<file path="config.mk">
export PLATFORM = sky130hd
export DESIGN_NAME = cwl_loader
export DESIGN_NICKNAME = d
export VERILOG_FILES = /design/src/rtl/cwl_pkg.sv /design/src/rtl/cwl_tick.sv /design/src/rtl/cwl_shreg.sv /design/src/rtl/cwl_loader.sv
export SDC_FILE = /design/constraint.sdc
export NUM_CORES = 1
export LEC_CHECK = 0
export CORE_ASPECT_RATIO = 1.4
export CORE_MARGIN = 2
export CORE_UTILIZATION = 40
export DETAILED_ROUTE_END_ITERATION = 6
export PLACE_DENSITY = 0.72
export SYNTH_ARGS = -nofsm -noshare
export SYNTH_HDL_FRONTEND = slang
export SYNTH_SLANG_ARGS = --single-unit
</file>
<file path="constraint.sdc">
create_clock -name clk_i -period 2.1 [get_ports clk_i]
set_input_delay 0.525 -clock clk_i [delete_from_list [all_inputs] [get_ports clk_i]]
set_output_delay 0.525 -clock clk_i [all_outputs]
set_load 0.005 [all_outputs]
</file>
<file path="src/rtl/cwl_pkg.sv">
package cwl_pkg;
  localparam int TUNE_W  = 32;
  localparam int PHASE_W = 5;
  localparam int WORD_W  = TUNE_W + 3 + PHASE_W;
  localparam int CNT_W   = $clog2(WORD_W);

  typedef enum logic [2:0] {
    ST_IDLE, ST_SETUP, ST_HIGH, ST_LOW, ST_UPD, ST_DONE
  } state_e;

  function automatic logic [WORD_W-1:0] pack_word(
    input logic [TUNE_W-1:0]  tune,
    input logic               mult,
    input logic               pdown,
    input logic [PHASE_W-1:0] phase
  );
    return {phase, pdown, 1'b0, mult, tune};
  endfunction
endpackage

</file>
<file path="src/rtl/cwl_tick.sv">
module cwl_tick #(
  parameter int W = 16
) (
  input  logic         clk_i,
  input  logic         rst_ni,
  input  logic         en_i,
  input  logic [W-1:0] lim_i,
  output logic         tick_o
);
  logic [W-1:0] cnt_q;

  always_ff @(posedge clk_i or negedge rst_ni) begin
    if (!rst_ni)              cnt_q <= '0;
    else if (!en_i)           cnt_q <= '0;
    else if (cnt_q == lim_i)  cnt_q <= '0;
    else                      cnt_q <= cnt_q + 1'b1;
  end

  assign tick_o = en_i && (cnt_q == lim_i);

  AST_CNT_RESTART: assert property (@(posedge clk_i) disable iff (!rst_ni)
    !en_i |=> cnt_q == '0) else $error("AST_CNT_RESTART");
  AST_CNT_BOUND: assert property (@(posedge clk_i) disable iff (!rst_ni)
    en_i && $stable(lim_i) |-> cnt_q <= lim_i) else $error("AST_CNT_BOUND");
endmodule

</file>
<file path="src/rtl/cwl_shreg.sv">
module cwl_shreg #(
  parameter int W = 40
) (
  input  logic         clk_i,
  input  logic         rst_ni,
  input  logic         load_i,
  input  logic [W-1:0] data_i,
  input  logic         shift_i,
  output logic         lsb_o
);
  logic [W-1:0] q;

  always_ff @(posedge clk_i or negedge rst_ni) begin
    if (!rst_ni)      q <= '0;
    else if (load_i)  q <= data_i;
    else if (shift_i) q <= {1'b0, q[W-1:1]};
  end

  assign lsb_o = q[0];

  AST_SHIFT_ORDER: assert property (@(posedge clk_i) disable iff (!rst_ni)
    shift_i && !load_i |=> lsb_o == $past(q[1])) else $error("AST_SHIFT_ORDER");
endmodule

</file>
<file path="src/rtl/cwl_loader.sv">
module cwl_loader
  import cwl_pkg::*;
#(
  parameter int DIV_W = 16
) (
  input  logic                clk_i,
  input  logic                rst_ni,
  input  logic                start_i,
  input  logic [TUNE_W-1:0]   tune_i,
  input  logic                mult_en_i,
  input  logic                pdown_i,
  input  logic [PHASE_W-1:0]  phase_i,
  input  logic [DIV_W-1:0]    div_i,
  output logic                ser_data_o,
  output logic                bit_clk_o,
  output logic                update_o,
  output logic                done_o
);
  localparam logic [CNT_W-1:0] LAST_BIT = CNT_W'(WORD_W - 1);

  state_e             state_q;
  logic [CNT_W-1:0]   bit_q;
  logic [DIV_W-1:0]   div_q;
  logic               tick, tick_en, load, shift, lsb;

  assign load    = (state_q == ST_IDLE) && start_i;
  assign tick_en = (state_q == ST_SETUP) || (state_q == ST_HIGH) ||
                   (state_q == ST_LOW)   || (state_q == ST_UPD);
  assign shift   = tick && (state_q == ST_LOW) && (bit_q != LAST_BIT);

  cwl_tick #(.W(DIV_W)) u_tick (
    .clk_i, .rst_ni, .en_i(tick_en), .lim_i(div_q), .tick_o(tick)
  );

  cwl_shreg #(.W(WORD_W)) u_shreg (
    .clk_i, .rst_ni, .load_i(load),
    .data_i(pack_word(tune_i, mult_en_i, pdown_i, phase_i)),
    .shift_i(shift), .lsb_o(lsb)
  );

  always_ff @(posedge clk_i or negedge rst_ni) begin
    if (!rst_ni) begin
      state_q <= ST_IDLE;
      bit_q   <= '0;
      div_q   <= '0;
    end else begin
      unique case (state_q)
        ST_IDLE: if (start_i) begin
          div_q   <= div_i;
          bit_q   <= '0;
          state_q <= ST_SETUP;
        end
        ST_SETUP: if (tick) state_q <= ST_HIGH;
        ST_HIGH:  if (tick) state_q <= ST_LOW;
        ST_LOW: if (tick) begin
          if (bit_q == LAST_BIT) state_q <= ST_UPD;
          else begin
            bit_q   <= bit_q + 1'b1;
            state_q <= ST_SETUP;
          end
        end
        ST_UPD:  if (tick) state_q <= ST_DONE;
        ST_DONE: state_q <= ST_IDLE;
        default: state_q <= ST_IDLE;
      endcase
    end
  end

  assign bit_clk_o  = (state_q == ST_HIGH);
  assign update_o   = (state_q == ST_UPD);
  assign done_o     = (state_q == ST_DONE);
  assign ser_data_o = lsb && ((state_q == ST_SETUP) || (state_q == ST_HIGH) ||
                              (state_q == ST_LOW));

  AST_DATA_HOLD: assert property (@(posedge clk_i) disable iff (!rst_ni)
    bit_clk_o |-> $stable(ser_data_o)) else $error("AST_DATA_HOLD");
  AST_DATA_FALL: assert property (@(posedge clk_i) disable iff (!rst_ni)
    $fell(bit_clk_o) |-> $stable(ser_data_o)) else $error("AST_DATA_FALL");
  AST_NO_OVERLAP: assert property (@(posedge clk_i) disable iff (!rst_ni)
    !(bit_clk_o && update_o)) else $error("AST_NO_OVERLAP");
  AST_DONE_PULSE: assert property (@(posedge clk_i) disable iff (!rst_ni)
    done_o |=> !done_o) else $error("AST_DONE_PULSE");
  AST_DONE_AFTER_UPD: assert property (@(posedge clk_i) disable iff (!rst_ni)
    $rose(done_o) |-> $past(update_o)) else $error("AST_DONE_AFTER_UPD");
  AST_IDLE_QUIET: assert property (@(posedge clk_i) disable iff (!rst_ni)
    state_q == ST_IDLE |-> !bit_clk_o && !update_o && !ser_data_o)
    else $error("AST_IDLE_QUIET");
  AST_BIT_BOUND: assert property (@(posedge clk_i) disable iff (!rst_ni)
    bit_q <= LAST_BIT) else $error("AST_BIT_BOUND");
  AST_DIV_HELD: assert property (@(posedge clk_i) disable iff (!rst_ni)
    state_q != ST_IDLE |=> $stable(div_q)) else $error("AST_DIV_HELD");
  AST_START_IGNORED: assert property (@(posedge clk_i) disable iff (!rst_ni)
    start_i && tick_en |=> state_q != ST_IDLE) else $error("AST_START_IGNORED");
endmodule

</file>
==> results.ini, run 1 <==
[status]
status = finished clean

[run]
maxCapViolCount = 0

[clock_tree]
htreeDepth = 3
insertion_delay_ns = 0.34
cts_tree = done
cts.sinks = 81
cts_made_buffers = 9
clockBufferDepth = 2
clkTransAtPathRegs_ns = 0.06
holdBufCountCts = 0
cts_root_buf = clkbuf_16

[timing]
slew_headroom_pct = 50.95
period_needed_ns = 2.091
timing.final.crit_share_pct = 99.57
worst-slew-pin-transition_ns = 0.7356
hold_violations = 0
fin_skew_ns = 0.007524
rsz0062_at_grt = yes
timing.hold.ws_ns = 0.1052
finalMaxSlewViolations = 0
setup_viol = 0
layout_setup_ws_ns = 0.008977
clock.fmax_mhz = 478.2

[synthesis]
synth_top_area_cell = dfrtp_1
ys.flop_type = dfrtp_1
synth_edf_count = 0
synthArstFlopShare_pct = 100.0
syn_nets = 488
ys_top_cells_by_count = nand2_1 (171), dfrtp_1 (81), mux2_1 (30)
syn-cell-area_sq_mm = 0.004073
ys_top_cells_by_area = dfrtp_1 (50%), nand2_1 (16%), mux2_1 (8.3%), xor2_1 (6.2%), mux2_4 (2.6%)
syn_inst = 428
seq_area_frac_synth_pct = 49.77
synth_seq_cells = 81
yosys.area.top_type_share_pct = 49.77
yosysMostFrequentCell = nand2_1
synth_area_per_cell_sq_um = 9.516
yosys_warnings = 0
yosysUniqueCellTypes = 44

[detailed_routing]
wirelength_um = 9216
detail_route.drc_violations = 0
antenna_left = 0
wl_per_cell_um = 13.96
via_count = 3219
viasPerCell = 4.877
first_iter_violations = 146
dr.pass1.iters = 5

[critical_path]
crit_family = simple AND/OR/NAND/NOR gates
worst-setup-path-type = reg -> reg
path_buf_inv = 2
crit_chain = xor2_2 -> nor4_4 -> nand4_4 -> a21oi_4 -> buf_6 -> clkbuf_16 -> mux2_1
start_kind = flop
r2r_cells = 7
rrSetupSlack_ns = 0.009
critPathArrivalTime_ns = 2.31
max_stage_delay_ns = 0.44
critPathLaunch = u_tick.cnt_q[4]
cp.required_ns = 2.31
timing.rr.start = u_tick.cnt_q[4]
worst-path-max-fanout = 7
path_depth = 7
reg2reg_to = u_shreg.q[3]
critPathSlowestCell = dfrtp_2
cp-end-kind = flop

[placement]
gp_congestion = 0.8176
place_area_sq_mm = 0.004965
portBuffers = 61
placed_cells = 628
dp_hpwl_um = 6049
dp_slack_ns = -0.2133

[final_layout]
syn_to_final_growth_pct = 34.93
final_nets = 580
stdcell_area_sq_mm = 0.005495
drive_gt1_share_pct = 17.14
diodes = 0
final_cells = 660

[die]
die_w_um = 89.28
start_util_pct = 41.14
num_rows = 43
core_area_sq_mm = 0.009899
ios = 62
dieHeight_um = 123.4
dieArea_sq_mm = 0.01102

[global_route]
grt_usage_pct = 16.70
antenna_found_initial = 0
gr-total-overflow = 0
grt_pass1_wl_um = 14410
grt_pass1_vias = 3196
grt_max_degree = 43

[power]
peakVddDrop_mv = 0.4471
powerDensity_mw_per_mm2 = 1135
leakage_nw = 2.767

[worst_hold_path]
hold_class = in -> async

-- registers in the layout, summed over array words and instances (netlist names) --
register      count
bit_q             6
div_q            16
state_q           3
u_shreg.q        40
u_tick.cnt_q     16
-- where the power goes --
group	leakage (nW)	switching, W	internal (W)
sequential	1.06	0.000360	0.00208
combinational	1.57	0.00113	0.00121
clock	0.139	0.000591	0.000859
-- worst register-to-register path: stages (launching register included) --
cell and delay [ns]:
dfrtp_2 0.44, xor2_2 0.18, nor4_4 0.35, nand4_4 0.16
a21oi_4 0.21, buf_6 0.14, clkbuf_16 0.15, mux2_1 0.33
-- area by class of cell --
cell class	instances	area (sq um)
Inverter	6	22.52
Timing Repair Buffer	101	1008
Clock buffer	13	260.3
Tap cell	135	168.9
Clock inverter	3	15.01
Sequential cell	81	2032
Multi-Input combinational cell	321	1988
Fill cell	878	4404
-- routing by layer --
layer  up-vias  routed length (um)  GRT usage, %  part of all wire [%]
li1       1588                   -             -                     -
met1      1531                3896         19.59                    42
met2        86                4784         29.91                    52
met3        14                 355         2.336                   3.9
met4         0                 180         6.996                   2.0
met5         -                   0             0                     0
-- cells by family (layout without fill, tap and decap cells) --
family | Yosys count | in the layout | synth area share [%]
AO/OA/AOI/OAI | 16 | 16 | 3.226
XOR/XNOR | 31 | 31 | 6.667
adder cells (fa/ha/maj) | 2 | 2 | 0.6143
buffers and inverters | 26 | 123 | 3.533
flip-flops | 81 | 81 | 49.77
multiplexers | 40 | 40 | 11.64
AND/OR/NAND/NOR | 232 | 232 | 24.55
-- cell usage in the layout (no fill, tap or decap), drive strengths merged, types with 4 or more instances in the layout --
cell	Yosys	routed
inv	6	6
xor2	29	29
buf	12	39
nand3	13	13
o21ai	4	4
mux2	38	38
nor4	4	4
nor2	23	23
dfrtp	81	81
clkdlybuf4s50	0	57
nand2	171	171
clkbuf	8	15
nand4	5	5
-- stage by stage --
step           util [%]    TNS, ns  total power (W)
2_1_floorplan         -          0         0.003813
3_3_place_gp      50.15     -7.022         0.004332
3_5_place_dp      50.15     -8.382         0.004437
4_1_cts           53.63  -0.007060         0.005953
5_1_grt           55.51     -1.418         0.006631
6_report          55.51          0         0.006236
-- repair_timing --
| item | CTS | global route |
|---|---|---|
| cloned | 0 | 3 |
| gates resized for setup | 13 | 17 |
| pin swaps | 1 | 6 |
| setup buffers | 5 | 8 |
| setup endpoints to repair | 35 | 36 |
-- worst max-delay path by stage --
stage	end
global placement	u_shreg.q[0]
floorplan	u_shreg.q[31]
detailed placement	u_shreg.q[10]
finish	u_shreg.q[3]
global route	u_shreg.q[3]
CTS	u_shreg.q[24]
(Power assumes the default switching activity.)
==> inputs of run 2 (changes only) <==
--- a/config.mk
+++ b/config.mk
@@ -10,2 +10,3 @@
 export CORE_UTILIZATION = 40
+export CTS_CLUSTER_DIAMETER = 30
 export DETAILED_ROUTE_END_ITERATION = 6
--- a/constraint.sdc
+++ b/constraint.sdc
@@ -3,2 +3,2 @@
 set_output_delay 0.525 -clock clk_i [all_outputs]
-set_load 0.005 [all_outputs]
+set_load 0.02 [all_outputs]
==> run 2 against run 1 <==
Compared with the run above:
- clock skew is 0.0024 ns higher
- total power is 6.2% higher
- sequential power hardly changed
- largest cell class unchanged
==> results.ini, run 2 (synthesis results as in run 1) <==
[detailed_routing]
detail_route.drc_violations = 0  ; unchanged
wl_per_cell_um = 14.65  ; +4.9%
antenna_left = 0  ; unchanged
wirelength_um = 9623  ; +4.4%
dr.pass1.iters = 4  ; -1
viasPerCell = 4.893  ; +0.33%
first_iter_violations = 138  ; -5.5%
via_count = 3215  ; -0.12%

[die]
core_area_sq_mm = 0.009899  ; unchanged
start_util_pct = 41.14  ; unchanged
dieHeight_um = 123.4  ; unchanged
ios = 62  ; unchanged
dieArea_sq_mm = 0.01102  ; unchanged
num_rows = 43  ; unchanged
die_w_um = 89.28  ; unchanged

[timing]
hold_violations = 0  ; unchanged
worst-slew-pin-transition_ns = 0.7036  ; -0.03207 ns
finalMaxSlewViolations = 0  ; unchanged
layout_setup_ws_ns = 0.004440  ; -0.004537 ns
timing.final.crit_share_pct = 99.79  ; +0.22 points
slew_headroom_pct = 53.09  ; +2.1 points
clock.fmax_mhz = 477.2  ; -0.22%
period_needed_ns = 2.096  ; +0.004537 ns
setup_viol = 0  ; unchanged
fin_skew_ns = 0.009932  ; +0.002408 ns
rsz0062_at_grt = yes

[critical_path]
path_buf_inv = 2  ; unchanged
max_stage_delay_ns = 0.43  ; about the same
start_kind = flop
crit_family = simple AND/OR/NAND/NOR gates
cp.required_ns = 2.32  ; about the same
worst-setup-path-type = reg -> reg
critPathSlowestCell = dfrtp_2
crit_chain = xor2_1 -> nor4_2 -> nand4_4 -> a21oi_4 -> buf_12 -> clkbuf_16 -> mux2_4
critPathArrivalTime_ns = 2.31  ; about the same
worst-path-max-fanout = 7  ; unchanged
cp-end-kind = flop

[clock_tree]
cts.sinks = 81  ; unchanged
insertion_delay_ns = 0.34  ; about the same
clockBufferDepth = 2  ; unchanged
holdBufCountCts = 0  ; unchanged
cts_tree = done
cts_root_buf = clkbuf_16
htreeDepth = 3  ; unchanged
cts_made_buffers = 9  ; unchanged
clkTransAtPathRegs_ns = 0.07  ; about the same

[run]
maxCapViolCount = 0  ; unchanged

[final_layout]
stdcell_area_sq_mm = 0.005562  ; +1.2%
final_nets = 577  ; -0.52%
most-common-layout-cells = nand2_1 (171), dfrtp_1 (80), clkdlybuf4s50_1 (56)
syn_to_final_growth_pct = 36.56
largest_reg_flops = 40  ; unchanged
max_flop_register = u_shreg.q
diodes = 0  ; unchanged
drive_gt1_share_pct = 18.97  ; +1.8 points
final_common_cell = nand2_1
final_cells = 657  ; -0.45%
top_regs = u_shreg.q x40, div_q x16, u_tick.cnt_q x16

[power]
peakVddDrop_mv = 0.6105  ; +37%
leakage_nw = 2.767  ; about the same
powerDensity_mw_per_mm2 = 1191  ; +5.0%

[global_route]
grt_usage_pct = 16.62  ; -0.083 points
gr-total-overflow = 0  ; unchanged
grt_max_degree = 43  ; unchanged
grt_pass1_wl_um = 14230  ; -1.2%
antenna_found_initial = 0  ; unchanged
grt_pass1_vias = 3214  ; +0.56%

[status]
status = finished clean

[placement]
dp_hpwl_um = 5937  ; -1.9%
placed_cells = 631  ; +0.48%
gp_congestion = 0.8104  ; -0.88%
portBuffers = 61  ; unchanged
dp_slack_ns = -0.2175  ; -0.004155 ns
place_area_sq_mm = 0.004987  ; +0.45%

[worst_hold_path]
hold_class = in -> async

## run 2: cell count changes in the layout (fill, tap and decap cells not counted), moves of 3 or more
cell and delta:
clkinv_2 -3, dfrtp_2 -3, mux2_4 +17, mux2_1 -17
buf_6 -3, dfrtp_1 +3, clkinvlp_4 +3
## run 2: where the power goes
group / internal [W] / switching [W] / total (W) / leakage [nW]
logic: 0.00131 / 0.00117 / 0.00247 / 1.56
registers: 0.00208 / 0.000356 / 0.00244 / 1.06
clock network: 0.00105 / 0.000665 / 0.00172 / 0.150
total: 0.00444 / 0.00219 / 0.00663 / 2.77
## run 2: timing repair
item                                    4_1_cts  5_1_grt
pin swaps                                     2        7
cloned                                        0        4
endpoints found under the setup margin        8       32
setup buffers                                 2        4
hold endpoints to repair                      0        0
gates resized for setup                       8       30
## run 2: worst paths after layout
kind                            startpoint               to  slack, ns  depth (start not counted)
min in group clk_i           u_shreg.q[21]    u_shreg.q[21]       0.49                          1
max reg2reg                u_tick.cnt_q[4]    u_shreg.q[16]      0.004                          7
min reg2reg                  u_shreg.q[21]    u_shreg.q[21]       0.49                          1
max                        u_tick.cnt_q[4]    u_shreg.q[16]      0.004                          7
min                                 rst_ni    u_shreg.q[30]       0.10                          1
max in group asynchronous           rst_ni  u_tick.cnt_q[4]       1.35                          2
## run 2: per-stage QoR
| stage | util (%) | TNS (ns) | total power, W | hold WS [ns] |
|---|---|---|---|---|
| after floorplan | - | 0 | 0.003822 | 0.2294 |
| after global placement | 50.38 | -7.006 | 0.004355 | 0.4642 |
| after detailed placement | 50.38 | -8.745 | 0.004461 | 0.4629 |
| after CTS | 53.96 | 0 | 0.006238 | 0.1036 |
| after global routing | 56.18 | -1.708 | 0.007023 | 0.1214 |
| final | 56.18 | 0 | 0.006625 | 0.1027 |
## run 2: cell type report
type | instances | area (sq um)
repair buffers | 98 | 1001
multi-input cells | 321 | 2013
well taps | 135 | 168.9
clock buffers | 9 | 225.2
flip-flops and latches | 81 | 2028
fillers | 877 | 4338
clock inverters | 7 | 102.6
inverters | 6 | 22.52
## run 2: per-layer routing
| layer | global-route usage (%) | wire [um] |
|---|---|---|
| met1 | 20.42 | 4116 |
| met4 | 5.597 | 133 |
| met2 | 28.80 | 5011 |
| met5 | 0 | 0 |
| met3 | 3.271 | 361 |
